### src/rtl/spi_host_pkg.sv
// Package: shared offsets, mode codes and the shifter configuration record
// used by the SPI host controller. Assumes a 5-bit byte offset space.
package spi_host_pkg;

    localparam logic [1:0] OPM_CFG = 2'b01;
    localparam logic [1:0] OPM_ACT = 2'b10;

    localparam logic [4:0] ADR_MODE = 5'h00;
    localparam logic [4:0] ADR_CTLA = 5'h04;
    localparam logic [4:0] ADR_CTLB = 5'h08;
    localparam logic [4:0] ADR_STAT = 5'h14;
    localparam logic [4:0] ADR_DATA = 5'h18;

    localparam int WIDE_BITS = 16;

    typedef struct packed {
        logic       cpol;
        logic       cpha;
        logic       lsb_first;
        logic       wide;
        logic [7:0] div;
    } shift_cfg_t;

endpackage

### src/rtl/spi_word_fifo.sv
// Synchronous word queue. A push while full and a pop while empty are
// ignored; clr empties it. The head word is visible combinationally.
// Assumes one clock domain and DEPTH >= 2.
module spi_word_fifo #(
    parameter  int DEPTH = 4,
    parameter  int WIDTH = 16,
    localparam int CNT_W = $clog2(DEPTH + 1),
    localparam int PTR_W = $clog2(DEPTH)
) (
    input  logic             clk,
    input  logic             rst_n,
    input  logic             clr,
    input  logic             push,
    input  logic [WIDTH-1:0] wdata,
    input  logic             pop,
    output logic [WIDTH-1:0] head,
    output logic [CNT_W-1:0] count,
    output logic             full,
    output logic             empty
);
    logic [WIDTH-1:0] mem [DEPTH];
    logic [PTR_W-1:0] wr_ptr, rd_ptr;
    logic             do_push, do_pop;

    assign full    = (count == CNT_W'(DEPTH));
    assign empty   = (count == '0);
    assign do_push = push && !full;
    assign do_pop  = pop && !empty;
    assign head    = mem[rd_ptr];

    // Pointer wrap helper for non-power-of-two depths.
    function automatic logic [PTR_W-1:0] nxt(input logic [PTR_W-1:0] p);
        return (p == PTR_W'(DEPTH - 1)) ? '0 : p + PTR_W'(1);
    endfunction

    // Storage write on accepted push.
    always_ff @(posedge clk) begin
        if (do_push && !clr) mem[wr_ptr] <= wdata;
    end

    // Pointer and occupancy tracking.
    always_ff @(posedge clk) begin
        if (!rst_n || clr) begin
            wr_ptr <= '0;
            rd_ptr <= '0;
            count  <= '0;
        end else begin
            if (do_push) wr_ptr <= nxt(wr_ptr);
            if (do_pop)  rd_ptr <= nxt(rd_ptr);
            count <= count + CNT_W'(do_push) - CNT_W'(do_pop);
        end
    end
endmodule

### src/rtl/spi_shift_engine.sv
// Serial engine: takes one word when allowed, produces SCK with a period of
// div+1 core cycles (idle half rounded up), drives MOSI and captures MISO
// per the phase setting, then emits the captured word for one cycle.
// Assumes the configuration stays stable while a word is in flight.
module spi_shift_engine
    import spi_host_pkg::*;
#(
    parameter  int WORD_W = WIDE_BITS,
    parameter  int DIV_W  = 8,
    localparam int CNT_W  = DIV_W + 1,
    localparam int BIT_W  = $clog2(WORD_W)
) (
    input  logic              clk,
    input  logic              rst_n,
    input  logic              go_ok,
    input  logic              tx_avail,
    input  logic [WORD_W-1:0] tx_word,
    output logic              tx_take,
    input  shift_cfg_t        cfg,
    input  logic              miso,
    output logic              sck,
    output logic              mosi,
    output logic              rx_valid,
    output logic [WORD_W-1:0] rx_data,
    output logic              busy
);
    logic              run_q, lead_q, push_q, mosi_q;
    logic [CNT_W-1:0]  cnt_q;
    logic [BIT_W-1:0]  idx_q;
    logic [WORD_W-1:0] word_q, cap_q;

    logic [CNT_W-1:0]  period, hi_len, lo_len;
    logic [BIT_W-1:0]  last_idx;
    logic              edge_lead, edge_trail, last_bit;

    // Half-period lengths derived from the divider.
    always_comb begin
        period   = (cfg.div == '0) ? CNT_W'(2) : CNT_W'(cfg.div) + CNT_W'(1);
        hi_len   = period >> 1;
        lo_len   = period - hi_len;
        last_idx = cfg.wide ? BIT_W'(WORD_W - 1) : BIT_W'(WORD_W / 2 - 1);
    end

    // Map bit sequence number to word bit position.
    function automatic logic [BIT_W-1:0] pos(input logic [BIT_W-1:0] i,
                                             input logic lsb,
                                             input logic [BIT_W-1:0] last);
        return lsb ? i : last - i;
    endfunction

    assign tx_take    = !run_q && go_ok && tx_avail;
    assign edge_lead  = run_q && !lead_q && (cnt_q == lo_len - CNT_W'(1));
    assign edge_trail = run_q && lead_q && (cnt_q == hi_len - CNT_W'(1));
    assign last_bit   = (idx_q == last_idx);

    // Word sequencing, SCK phase tracking, MOSI drive and MISO capture.
    always_ff @(posedge clk) begin
        if (!rst_n) begin
            run_q  <= 1'b0;
            lead_q <= 1'b0;
            push_q <= 1'b0;
            mosi_q <= 1'b0;
            cnt_q  <= '0;
            idx_q  <= '0;
            word_q <= '0;
            cap_q  <= '0;
        end else begin
            push_q <= 1'b0;
            if (tx_take) begin
                run_q  <= 1'b1;
                lead_q <= 1'b0;
                cnt_q  <= '0;
                idx_q  <= '0;
                word_q <= tx_word;
                if (!cfg.cpha) mosi_q <= tx_word[pos('0, cfg.lsb_first, last_idx)];
            end else if (edge_lead) begin
                lead_q <= 1'b1;
                cnt_q  <= '0;
                if (!cfg.cpha) cap_q[pos(idx_q, cfg.lsb_first, last_idx)] <= miso;
                else           mosi_q <= word_q[pos(idx_q, cfg.lsb_first, last_idx)];
            end else if (edge_trail) begin
                lead_q <= 1'b0;
                cnt_q  <= '0;
                if (cfg.cpha) cap_q[pos(idx_q, cfg.lsb_first, last_idx)] <= miso;
                if (last_bit) begin
                    run_q  <= 1'b0;
                    push_q <= 1'b1;
                end else begin
                    idx_q <= idx_q + BIT_W'(1);
                    if (!cfg.cpha)
                        mosi_q <= word_q[pos(idx_q + BIT_W'(1), cfg.lsb_first, last_idx)];
                end
            end else if (run_q) begin
                cnt_q <= cnt_q + CNT_W'(1);
            end
        end
    end

    assign sck      = cfg.cpol ^ lead_q;
    assign mosi     = mosi_q;
    assign rx_valid = push_q;
    assign rx_data  = cfg.wide ? cap_q : {{(WORD_W/2){1'b0}}, cap_q[WORD_W/2-1:0]};
    assign busy     = run_q | push_q;
endmodule

### src/rtl/spi_host_ctrl.sv
// Top: register window, two word queues and the serial engine.
// Configuration fields that shape the serial format change only in config
// mode; interrupt enables and fill levels change in any mode.
// Assumes a single-cycle register bus with combinational read data.
module spi_host_ctrl
    import spi_host_pkg::*;
#(
    parameter  int FIFO_DEPTH = 4,
    parameter  int WORD_W     = WIDE_BITS,
    parameter  int DIV_W      = 8,
    parameter  int ADDR_W     = 5,
    parameter  int DATA_W     = 32,
    localparam int CNT_W      = $clog2(FIFO_DEPTH + 1)
) (
    input  logic              clk,
    input  logic              rst_n,
    input  logic              reg_wr_en,
    input  logic              reg_rd_en,
    input  logic [ADDR_W-1:0] reg_addr,
    input  logic [DATA_W-1:0] reg_wdata,
    output logic [DATA_W-1:0] reg_rdata,
    output logic              sck,
    output logic              mosi,
    input  logic              miso,
    output logic              irq
);
    logic [1:0]       opmode_q;
    logic             stop_q;
    logic [1:0]       txfl_q, rxfl_q;
    logic             rxie_q, txie_q;
    logic             lsb_q, cpha_q, cpol_q;
    logic [DIV_W-1:0] div_q;
    logic [4:0]       wlen_q;

    logic             wr_mode, wr_ctla, wr_ctlb, wr_data, rd_pop, cfg_mode;
    logic             fifo_clr, tx_take, rx_push, eng_busy;
    logic [WORD_W-1:0] tx_head, rx_head, rx_word;
    logic [CNT_W-1:0] tx_cnt, rx_cnt;
    logic             tx_full, tx_empty, rx_full, rx_empty;
    logic             tx_flag, rx_flag, idle;
    shift_cfg_t       cfg;

    assign cfg_mode = (opmode_q == OPM_CFG);
    assign wr_mode  = reg_wr_en && (reg_addr == ADR_MODE);
    assign wr_ctla  = reg_wr_en && (reg_addr == ADR_CTLA);
    assign wr_ctlb  = reg_wr_en && (reg_addr == ADR_CTLB);
    assign wr_data  = reg_wr_en && (reg_addr == ADR_DATA);
    assign rd_pop   = reg_rd_en && (reg_addr == ADR_DATA);
    assign fifo_clr = wr_mode && reg_wdata[0];

    // Control register storage with config-mode gating of format fields.
    always_ff @(posedge clk) begin
        if (!rst_n) begin
            opmode_q <= OPM_CFG;
            stop_q   <= 1'b0;
            txfl_q   <= '0;
            rxfl_q   <= '0;
            rxie_q   <= 1'b0;
            txie_q   <= 1'b0;
            lsb_q    <= 1'b0;
            cpha_q   <= 1'b0;
            cpol_q   <= 1'b0;
            div_q    <= DIV_W'(1);
            wlen_q   <= 5'd8;
        end else begin
            if (wr_mode) begin
                opmode_q <= reg_wdata[7:6];
                stop_q   <= reg_wdata[1];
            end
            if (wr_ctla) begin
                txfl_q <= reg_wdata[15:14];
                rxfl_q <= reg_wdata[13:12];
                rxie_q <= reg_wdata[9];
                txie_q <= reg_wdata[8];
                if (cfg_mode) begin
                    lsb_q  <= reg_wdata[2];
                    cpha_q <= reg_wdata[1];
                    cpol_q <= reg_wdata[0];
                end
            end
            if (wr_ctlb && cfg_mode) begin
                div_q  <= reg_wdata[8 +: DIV_W];
                wlen_q <= reg_wdata[4:0];
            end
        end
    end

    // Shifter configuration record.
    always_comb begin
        cfg.cpol      = cpol_q;
        cfg.cpha      = cpha_q;
        cfg.lsb_first = lsb_q;
        cfg.wide      = (wlen_q == 5'd16);
        cfg.div       = 8'(div_q);
    end

    spi_word_fifo #(.DEPTH(FIFO_DEPTH), .WIDTH(WORD_W)) u_txq (
        .clk(clk), .rst_n(rst_n), .clr(fifo_clr),
        .push(wr_data), .wdata(reg_wdata[WORD_W-1:0]),
        .pop(tx_take), .head(tx_head), .count(tx_cnt),
        .full(tx_full), .empty(tx_empty)
    );

    spi_word_fifo #(.DEPTH(FIFO_DEPTH), .WIDTH(WORD_W)) u_rxq (
        .clk(clk), .rst_n(rst_n), .clr(fifo_clr),
        .push(rx_push), .wdata(rx_word),
        .pop(rd_pop), .head(rx_head), .count(rx_cnt),
        .full(rx_full), .empty(rx_empty)
    );

    spi_shift_engine #(.WORD_W(WORD_W), .DIV_W(DIV_W)) u_eng (
        .clk(clk), .rst_n(rst_n),
        .go_ok((opmode_q == OPM_ACT) && !stop_q),
        .tx_avail(!tx_empty), .tx_word(tx_head), .tx_take(tx_take),
        .cfg(cfg), .miso(miso), .sck(sck), .mosi(mosi),
        .rx_valid(rx_push), .rx_data(rx_word), .busy(eng_busy)
    );

    // Threshold flags, idle and interrupt.
    always_comb begin
        tx_flag = (tx_cnt <= CNT_W'(txfl_q));
        rx_flag = (rx_cnt >= CNT_W'(rxfl_q) + CNT_W'(1));
        idle    = tx_empty && !eng_busy;
        irq     = (rx_flag && rxie_q) || (tx_flag && txie_q);
    end

    // Read data multiplexer.
    always_comb begin
        reg_rdata = '0;
        unique case (reg_addr)
            ADR_MODE: reg_rdata[7:0] = {opmode_q, 4'b0, stop_q, 1'b0};
            ADR_CTLA: reg_rdata[15:0] = {txfl_q, rxfl_q, 2'b0, rxie_q, txie_q,
                                         5'b0, lsb_q, cpha_q, cpol_q};
            ADR_CTLB: reg_rdata[15:0] = {8'(div_q), 3'b0, wlen_q};
            ADR_STAT: reg_rdata[15:0] = {tx_flag, rx_flag, 3'(tx_cnt), 3'(rx_cnt),
                                         5'b0, idle, 2'b0};
            ADR_DATA: reg_rdata = rx_empty ? '0 : DATA_W'(rx_head);
            default:  reg_rdata = '0;
        endcase
    end
endmodule

### config.mk
export PLATFORM = sky130hd
export DESIGN_NAME = spi_host_ctrl
export DESIGN_NICKNAME = d
export VERILOG_FILES = /design/src/rtl/spi_host_pkg.sv /design/src/rtl/spi_word_fifo.sv /design/src/rtl/spi_shift_engine.sv /design/src/rtl/spi_host_ctrl.sv
export SDC_FILE = /design/constraint.sdc
export NUM_CORES = 1
export LEC_CHECK = 0
export ABC_CLOCK_PERIOD_IN_PS = 5130
export CAP_MARGIN = 5
export CORE_MARGIN = 2
export CORE_UTILIZATION = 40
export CTS_BUF_LIST = sky130_fd_sc_hd__clkbuf_8
export DETAILED_ROUTE_END_ITERATION = 12
export SLEW_MARGIN = 20
export SYNTH_ARGS = -nofsm -noshare
export SYNTH_HDL_FRONTEND = slang
export SYNTH_HIERARCHICAL = 1
export SYNTH_SLANG_ARGS = --single-unit
### constraint.sdc
create_clock -name clk -period 5.13 [get_ports clk]
set_input_delay 0.7695 -clock clk [delete_from_list [all_inputs] [get_ports clk]]
set_output_delay 0.7695 -clock clk [all_outputs]
set_load 0.01 [all_outputs]
==> results.md, run 1 <==
- Outcome: completed
- Initial antenna violation count: 0
- Pin count of the biggest net entering global routing: 56
- Num CTS Buffers: 37
- Critical path's largest stage delay: 0.63 ns
- Clock buffer depth: 3
- Gpl congestion: 0.848
- Initial Util: 0.404
- HPWL after DPL: 17600 um
- Area leader, netlist: edfxtp_1
- Total GRT Usage: 0.181
- FFs w/ async S/R, synth: 0
- DP Area: 11800 um2
- Yosys reg bits: 220
- Root buf cell: clkbuf_8
- Worst reg-to-reg setup slack: 0.92 ns
- MaxCap Viol Count: 0
- CTS tree: yes
- Routed wire length: 25200 um
- Min-delay src: u_eng/cap_q[10]$_SDFFE_PN0P_
- Post-CTS Hold Fix Bufs: 0
- Most common cell after layout, fill and taps aside: edfxtp_1
- RSZ-0062 raised after global routing: false
- Post-synth EDFFs: 128
- Number of I/O port buffers: 44
- Flop pwr share: 0.553
- Yosys cell types: 68
- Final hold violations: 0
- Startpoint types: input port
- Post-route cell area: 12500 um2
- H-tree depth: 2
- Most frequent cells in the layout: edfxtp_1, nand2_1, dfxtp_1
- RR Endpoint: u_eng/cnt_q[6]$_SDFFE_PP0P_
- First-pass GRT wire length: 40500 um
- Detail Route Antenna Nets: 0
- Die ar.: 29200 um2
- Leak Pwr: 4.61 nW
- Synthesized netlist cell count: 921
- CP Capture Type: output port
- Mapped Area: 11200 um2
- Resized Gates After CTS: 0
- Clock power frac: 0.414
- Fill cells: 2564
- Clock sink total: 220
- Final period utilization: 0.825
- Ys Warns: 6
- Layout area overhead: 12.1%
- Remaining DRCs: 0
- Max FO, Critical Path: 9
- Core Area: 27600 um2
- Fmax: 236 MHz
- DRT iter0 DRCs: 511
- Worst Max-Slew Pin Slew: 1.06 ns
- Switching Share: 0.229
- Cell Rows: 61
- Gr ovfl total: 0
- Cell family with most CP delay: simple AND/OR/NAND/NOR gates
- Vias: 7068
- Vias in the first global route: 7149
- CP most frequent cell: clkdlybuf4s50_1
- Comb pwr share: 0.033
- CP arrival: 3.46 ns
- CP Cell Sequence: clkdlybuf4s50_1, nor4b_1, nor2b_1, a22oi_1, o211ai_1, clkdlybuf4s50_1
- Sequential fraction of the synthesis area: 0.510
- Router iterations before antenna repair: 8
- Syn Area/Cell: 12.1 um2
- Clk slew on worst S/H paths: 0.06 ns
- Worst skew pair latency: 0.55 ns
- Worst-case reg-to-reg path depth: 13
- Setup Crit Path Kind: in -> out
- Setup violators final: 0
- Synth top area share: 0.345
- Worst EP required: 4.36 ns
- Crit path time final: 4.23 ns
- Max-slew violations: 0
- Slowest CP cell: nor4b_1
- Num ports: 77
- Count of buffer and inverter cells on the critical path: 2
- Clk_skew: 0.0404 ns
- Synth Flop Type: edfxtp_1
- Antenna diode count: 0
- Layout Nets: 1054
- Synth top area cells: edfxtp_1, dfxtp_1, mux4_2
- Die extent in x: 171 um
- Power Internal: 2.60 mW
- Power Total: 3.37 mW
- Via/cell ratio: 5.15
- Slew HR: 0.293
- Hold WS: 0.458 ns
- VDD IR max: 0.215 mV
- Net switching power: 771 uW
- Min-Delay Path Class: reg -> reg
- TNS Setup: 0 ns
- Proportion of layout cells with a drive suffix above 1: 0.136
- Reg-to-reg startpoint: div_q[0]$_SDFFE_PN1P_
- WHS Path Cells: 2
- Die Y-Extent: 171 um
- Routed len/inst: 18.4 um
- Post-CTS setup repair buffer count: 0
- Power Density: 270 nW/um2
- Hold Path End: u_eng/cap_q[10]$_SDFFE_PN0P_
[layer usage]
layer	global-route usage	part of all wire	routed length, um
met1	0.246	0.45	11500
met2	0.293	0.47	11900
met3	0.0308	0.050	1260
met4	0.0597	0.025	629
met5	0	0	0
[per-stage QoR]
stage / util / worst slack, ns / cells
3_3_place_gp: 0.429 / 0.929 / 1304
4_1_cts: 0.452 / 0.880 / 1372
3_5_place_dp: 0.429 / 0.898 / 1304
6_report: 0.452 / 0.896 / 1372
2_1_floorplan: - / 1.57 / 936
5_1_grt: 0.452 / 0.547 / 1372
[logic make-up after synthesis]
kind of cell	after synthesis	synth area share
AOI/OAI and AO/OA	118	0.0760
xor gates and xnor gates	50	0.0430
adders and majority gates	47	0.0547
buffers and inverters	112	0.0552
DFF	220	0.510
muxes	78	0.121
other	1	0.000336
and+or+nand+nor	295	0.140
[cell type report]
class                   count  area [um2]  share of cell area
clock buffers              38         523              0.0418
clock inverters            30         138              0.0110
inverters                  45         169              0.0135
multi-input cells         604        4980               0.398
flip-flops and latches    220        5690               0.455
well taps                 378         473              0.0378
repair buffers             57         533              0.0426
[state kept, by name, indices dropped and copies added, names as in the netlist, 3 cells and up, named ones only]
| signal | cells |
|---|---|
| div_q | 8 |
| u_txq/mem | 64 |
| u_eng/cap_q | 16 |
| u_rxq/count | 3 |
| u_txq/count | 3 |
| u_rxq/mem | 64 |
| u_eng/word_q | 16 |
| u_eng/cnt_q | 9 |
| wlen_q | 5 |
| u_eng/idx_q | 4 |
[cells in the mapped netlist, drive strengths merged, types with 4 or more instances]
library cell  instances
clkbuf               22
a21boi               16
o21ai                42
mux4                 42
nand2b               12
nor2b                17
ha                   44
nor2                 39
buf                  45
nor3b                14
xnor2                29
edfxtp              128
xor2                 18
nor4                  7
a31oi                 5
or3                   9
dfxtp                92
inv                  44
mux2i                36
and3                  5
a21oi                12
nand3                28
nor3                 22
nand3b                4
nand2               108
and2                 16
a22oi                17
nand4                 5
[how the worst max path moves through the flow]
stage,cells past startpoint,slack [ns],end,start
floorplan,14,1.57,u_eng/cap_q[8]$_SDFFE_PN0P_,div_q[0]$_SDFFE_PN1P_
global placement,6,0.93,reg_rdata[1],reg_addr[3]
detailed placement,6,0.90,reg_rdata[1],reg_addr[3]
CTS,6,0.88,reg_rdata[1],reg_addr[3]
global route,13,0.55,u_eng/cnt_q[5]$_SDFFE_PP0P_,div_q[0]$_SDFFE_PN1P_
finish,6,0.90,reg_rdata[1],reg_addr[3]
[worst register-to-register path, cell delays in order (launching register included)]
cell       delay [ns]
dfxtp_1          0.44
inv_1            0.07
ha_1             0.32
a31oi_1          0.50
inv_1            0.18
fa_1             0.49
nand2b_1         0.12
a21oi_1          0.09
o21a_1           0.19
a2111oi_1        0.41
o2111ai_2        0.27
or3_1            0.48
or3b_1           0.42
nor2_1           0.09
[power by group through the flow]
stage	clock network, mW	registers, mW	logic [mW]
global route	1.51	1.86	0.123
CTS	1.44	1.86	0.112
finish	1.40	1.86	0.111
detailed placement	0	1.90	0.111
global placement	0	1.90	0.111
floorplan	0	1.90	0.0692
(Power assumes the default switching activity.)
==> inputs of run 2 (changes only) <==
Settings changed: ABC_CLOCK_PERIOD_IN_PS 5130 to 3600.
Clock period 5.13 ns to 3.6 ns, I/O delays scaled along.
==> results.md, run 2 (synthesized netlist as in run 1, its figures left out) <==
- Outcome: completed
- Fill cells: 2558
- Storage cell area: 5690 um2
- Most frequent cells in the layout: edfxtp_1, nand2_1, dfxtp_1
- Setup violators final: 0
- First-pass GRT wire length: 40400 um
- Final hold violations: 0
- Comb pwr share: 0.036
- Crit path time final: 3.48 ns
- Fmax: 287 MHz
- Proportion of layout cells with a drive suffix above 1: 0.208
- Slowest CP cell: or3b_4
- Clock buffer depth: 3
- Gpl congestion: 0.838
- Final period utilization: 0.968
- Max FO, Critical Path: 9
- Routed wire length: 26100 um
- CTS tree: yes
- Via/cell ratio: 5.11
- Clk_skew: 0.0385 ns
- Power Total: 5.04 mW
- Gr ovfl total: 0
- Startpoint types: flop
- Antenna diode count: 0
- Root buf cell: clkbuf_8
- Power Internal: 3.93 mW
- Worst-case reg-to-reg path depth: 14
- Vias: 7278
- Clk slew on worst S/H paths: 0.06 ns
- Slew HR: 0.429
- DP Area: 12200 um2
- Critical path's largest stage delay: 0.41 ns
- Leak Pwr: 5.00 nW
- Die ar.: 29200 um2
- Layout Nets: 1107
- Remaining DRCs: 0
- Min-Delay Path Class: in -> reg
- DRT iter0 DRCs: 432
- Detail Route Antenna Nets: 0
- Worst EP required: 4.05 ns
- Flop pwr share: 0.526
- Total GRT Usage: 0.181
- WHS Path Cells: 2
- Clock sink total: 220
- Number of I/O port buffers: 44
- HPWL after DPL: 18300 um
- Most common cell after layout, fill and taps aside: edfxtp_1
- Net switching power: 1.11 mW
- Power Density: 382 nW/um2
- Routed len/inst: 18.3 um
- Vias in the first global route: 7166
- Die Y-Extent: 171 um
- MaxCap Viol Count: 0
- Pin count of the biggest net entering global routing: 64
- H-tree depth: 2
- Multi-input logic area: 5140 um2
- Max-slew violations: 0
- Worst Max-Slew Pin Slew: 0.850 ns
- Layout area overhead: 18.2%
- CP startpoint: div_q[7]$_SDFFE_PN0P_
- Cell Rows: 61
- Die extent in x: 171 um
- Switching Share: 0.221
- Router iterations before antenna repair: 5
- CP Cell Sequence: nor4_4, buf_4, a31oi_4, buf_4, ha_1, or3b_4, a31oi_4, nor2_2, or3_4, o2111ai_4, or3_4, or3b_4, buf_12, nor2_1
- Top flop regs: u_rxq/mem x64, u_txq/mem x64
- Clock power frac: 0.438
- Num ports: 77
- Initial antenna violation count: 0
- Hold WS: 0.389 ns
- CP arrival: 3.93 ns
- Min-delay src: rst_n
- Num CTS Buffers: 37
- VDD IR max: 0.313 mV
- Setup Crit Path Kind: reg -> reg
- Post-route cell area: 13200 um2
- Core Area: 27600 um2
- Post-CTS Hold Fix Bufs: 0
- CP Capture Type: flop
- Reg-to-reg startpoint: div_q[7]$_SDFFE_PN0P_
- Worst skew pair latency: 0.54 ns
- Initial Util: 0.404
run 2: worst paths after layout:
| check | end | slack, ns |
|---|---|---|
| setup reg to reg | u_eng/cnt_q[2]$_SDFFE_PP0P_ | 0.12 |
| hold reg to reg | u_eng/cap_q[15]$_SDFFE_PN0P_ | 0.46 |
| hold / removal | opmode_q[0]$_SDFFE_PN1P_ | 0.39 |
| setup / recovery | u_eng/cnt_q[2]$_SDFFE_PP0P_ | 0.12 |
run 2: power groups by stage:
stage	logic, mW	clock network [mW]	registers [mW]
floorplan	0.0986	0	2.71
global placement	0.167	0	2.71
detailed placement	0.168	0	2.71
CTS	0.171	2.26	2.65
global route	0.198	2.38	2.65
finish	0.181	2.21	2.65
run 2: worst max-delay path, delay by kind of cell, from the launching register on:
kind / cells / cell delay, ns
and+or+nand+nor: 7 / 1.78
AOI/OAI and AO/OA: 3 / 0.46
adders and majority gates: 1 / 0.32
buffers and inverters: 3 / 0.49
DFF: 1 / 0.34
run 2: cell type report:
| type | instances | share of cell area |
|---|---|---|
| Tap cell | 378 | 0.0359 |
| Clock inverter | 26 | 0.0135 |
| Sequential cell | 220 | 0.431 |
| Multi-Input combinational cell | 604 | 0.390 |
| Inverter | 45 | 0.0128 |
| Timing Repair Buffer | 110 | 0.0744 |
| Clock buffer | 41 | 0.0428 |
run 2: what timing repair did:
action                     4_1_cts  5_1_grt
pin swaps                        2       10
setup endpoints to repair       26       28
gates cloned                     0        1
resized for setup                5       39
setup buffers                    0        5
run 2: metrics by stage:
stage                     TNS, ns  worst slack, ns   util  std cells
final                           0            0.116  0.477       1424
after global routing       -0.272          -0.0361  0.477       1424
after floorplan                 0           0.0370      -        936
after detailed placement   -0.433          -0.0489  0.441       1351
after CTS                       0           0.0131  0.469       1418
after global placement     -0.136          -0.0278  0.441       1351
run 2: routing by layer:
layer,wire (um),up-vias,GRT usage
met5,0,-,0
met4,552,0,0.0527
met3,1330,37,0.0317
met2,12200,195,0.295
met1,12000,3543,0.248
li1,-,3503,-
==> inputs of run 3 (changes only) <==
Settings changed: CORE_MARGIN 2 to 4.
==> results.md, run 3 (synthesized netlist as in run 1, its figures left out) <==
- VDD IR max: 0.326 mV
- Die extent in x: 175 um
- Most frequent cells in the layout: edfxtp_1, nand2_1, dfxtp_1
- Fmax: 289 MHz
- Remaining DRCs: 0
- Vias: 7235
- Core Area: 27200 um2
- Count of buffer and inverter cells on the critical path: 4
- Slew HR: 0.421
- Layout area overhead: 17.2%
- Worst EP required: 3.96 ns
- Via/cell ratio: 5.13
- Cell Rows: 60
- Critical path's largest stage delay: 0.44 ns
- Min-Delay Path Class: reg -> reg
- DRT iter0 DRCs: 516
- Routed wire length: 25800 um
- Gr ovfl total: 0
- Proportion of layout cells with a drive suffix above 1: 0.197
- Clk slew on worst S/H paths: 0.06 ns
- Clock buffer depth: 3
- Vias in the first global route: 7259
- CTS tree: yes
- Layout Nets: 1099
- Max FO, Critical Path: 16
- First-pass GRT wire length: 41400 um
- Routed len/inst: 18.3 um
- Pin count of the biggest net entering global routing: 49
- Hold WS: 0.455 ns
- HPWL after DPL: 18200 um
- Clock sink total: 220
- Max-slew violations: 0
- Crit path time final: 3.46 ns
- Cell family with most CP delay: compound AO/OA/AOI/OAI gates
- Final period utilization: 0.961
- CP Capture Type: flop
- Number of I/O port buffers: 44
- MaxCap Viol Count: 0
- Power Total: 5.05 mW
- Outcome: completed
- Initial antenna violation count: 0
- CP most frequent cell: buf_4
- Die ar.: 30600 um2
- CP Cell Sequence: buf_4, ha_1, buf_4, nand3_2, xor2_1, buf_4, ha_2, a2111o_1, a31oi_1, xnor2_2, nor4_4, buf_12, o21ai_0, mux2i_1
- Leak Pwr: 4.99 nW
- RSZ-0062 raised after global routing: true
- Setup violators final: 0
- Die Y-Extent: 175 um
- Num CTS Buffers: 38
- Router iterations before antenna repair: 5
- Clk_skew: 0.0277 ns
- Initial Util: 0.410
- Power Density: 386 nW/um2
- Gpl congestion: 0.831
- Root buf cell: clkbuf_8
- Worst skew pair latency: 0.52 ns
- Final hold violations: 0
- Top flop regs: u_rxq/mem x64, u_txq/mem x64
- Total GRT Usage: 0.170
- CP arrival: 3.82 ns
- Worst Max-Slew Pin Slew: 0.862 ns
- Detail Route Antenna Nets: 0
- Setup Crit Path Kind: reg -> reg
- Num ports: 77
- H-tree depth: 2
- Slowest CP cell: a2111o_1
- Most common cell after layout, fill and taps aside: edfxtp_1
- Antenna diode count: 0
- Startpoint types: flop
- Post-CTS Hold Fix Bufs: 0
## run 3: cell types whose count changed in the layout (fill, tap and decap cells not counted), moves of 3 or more
cell	before	now
buf_4	61	54
clkinv_1	6	1
inv_1	56	62
ha_1	38	41
clkbuf_8	41	47
## run 3: final timing paths
path                            slack, ns  cells after the start                      endpoint                         start
worst max-delay path                 0.14                     14  u_eng/cap_q[13]$_SDFFE_PN0P_         div_q[0]$_SDFFE_PN1P_
worst min-delay path                 0.45                      2  u_eng/cap_q[15]$_SDFFE_PN0P_  u_eng/cap_q[15]$_SDFFE_PN0P_
worst max register to register       0.14                     14  u_eng/cap_q[13]$_SDFFE_PN0P_         div_q[0]$_SDFFE_PN1P_
worst min register to register       0.45                      2  u_eng/cap_q[15]$_SDFFE_PN0P_  u_eng/cap_q[15]$_SDFFE_PN0P_
## run 3: layout make-up
class                           count  area [um2]
Sequential cell                   220        5690
Clock inverter                     22         115
Tap cell                          372         465
Inverter                           45         169
Timing Repair Buffer              101         892
Fill cell                        2513       14100
Multi-Input combinational cell    604        5090
Clock buffer                       47         647
## run 3: stage by stage
step / TNS (ns) / area, um2 / cells / worst slack, ns / utilization
global placement: -0.0370 / 12100 / 1341 / -0.0198 / 0.447
finish: 0 / 13100 / 1411 / 0.140 / 0.481
global route: -0.0108 / 13100 / 1411 / -0.0108 / 0.481
CTS: 0 / 12900 / 1410 / 0.00443 / 0.475
detailed placement: -0.267 / 12100 / 1341 / -0.0647 / 0.447
floorplan: 0 / 11200 / 936 / 0.0370 / -
## run 3: repair_timing
action / CTS / global route
pin swaps: 0 / 10
gates resized for setup: 1 / 33
endpoints found under the setup margin: 12 / 27
setup buffers: 0 / 1
## run 3: routing by layer
metal | global-route usage | share of wire | vias up
met3 | 0.0301 | 0.047 | 33
met2 | 0.270 | 0.46 | 159
met1 | 0.243 | 0.47 | 3549
met5 | 0 | 0 | -
met4 | 0.0448 | 0.018 | 0
li1 | - | - | 3494
## run 3: worst reg2reg max path, stage by stage (launching register included)
cell and delay, ns:
dfxtp_2 0.32, buf_4 0.14, ha_1 0.22, buf_4 0.15, nand3_2 0.10, xor2_1 0.15, buf_4 0.16, ha_2 0.32
a2111o_1 0.44, a31oi_1 0.28, xnor2_2 0.18, nor4_4 0.37, buf_12 0.20, o21ai_0 0.14, mux2i_1 0.14
## run 3: where the power goes
part	internal [mW]	leakage [nW]	total (mW)	switching (mW)
sequential	2.65	1.97	2.65	0.00340
combinational	0.0726	2.56	0.179	0.106
clock	1.25	0.456	2.22	0.969
total	3.97	4.99	5.05	1.08
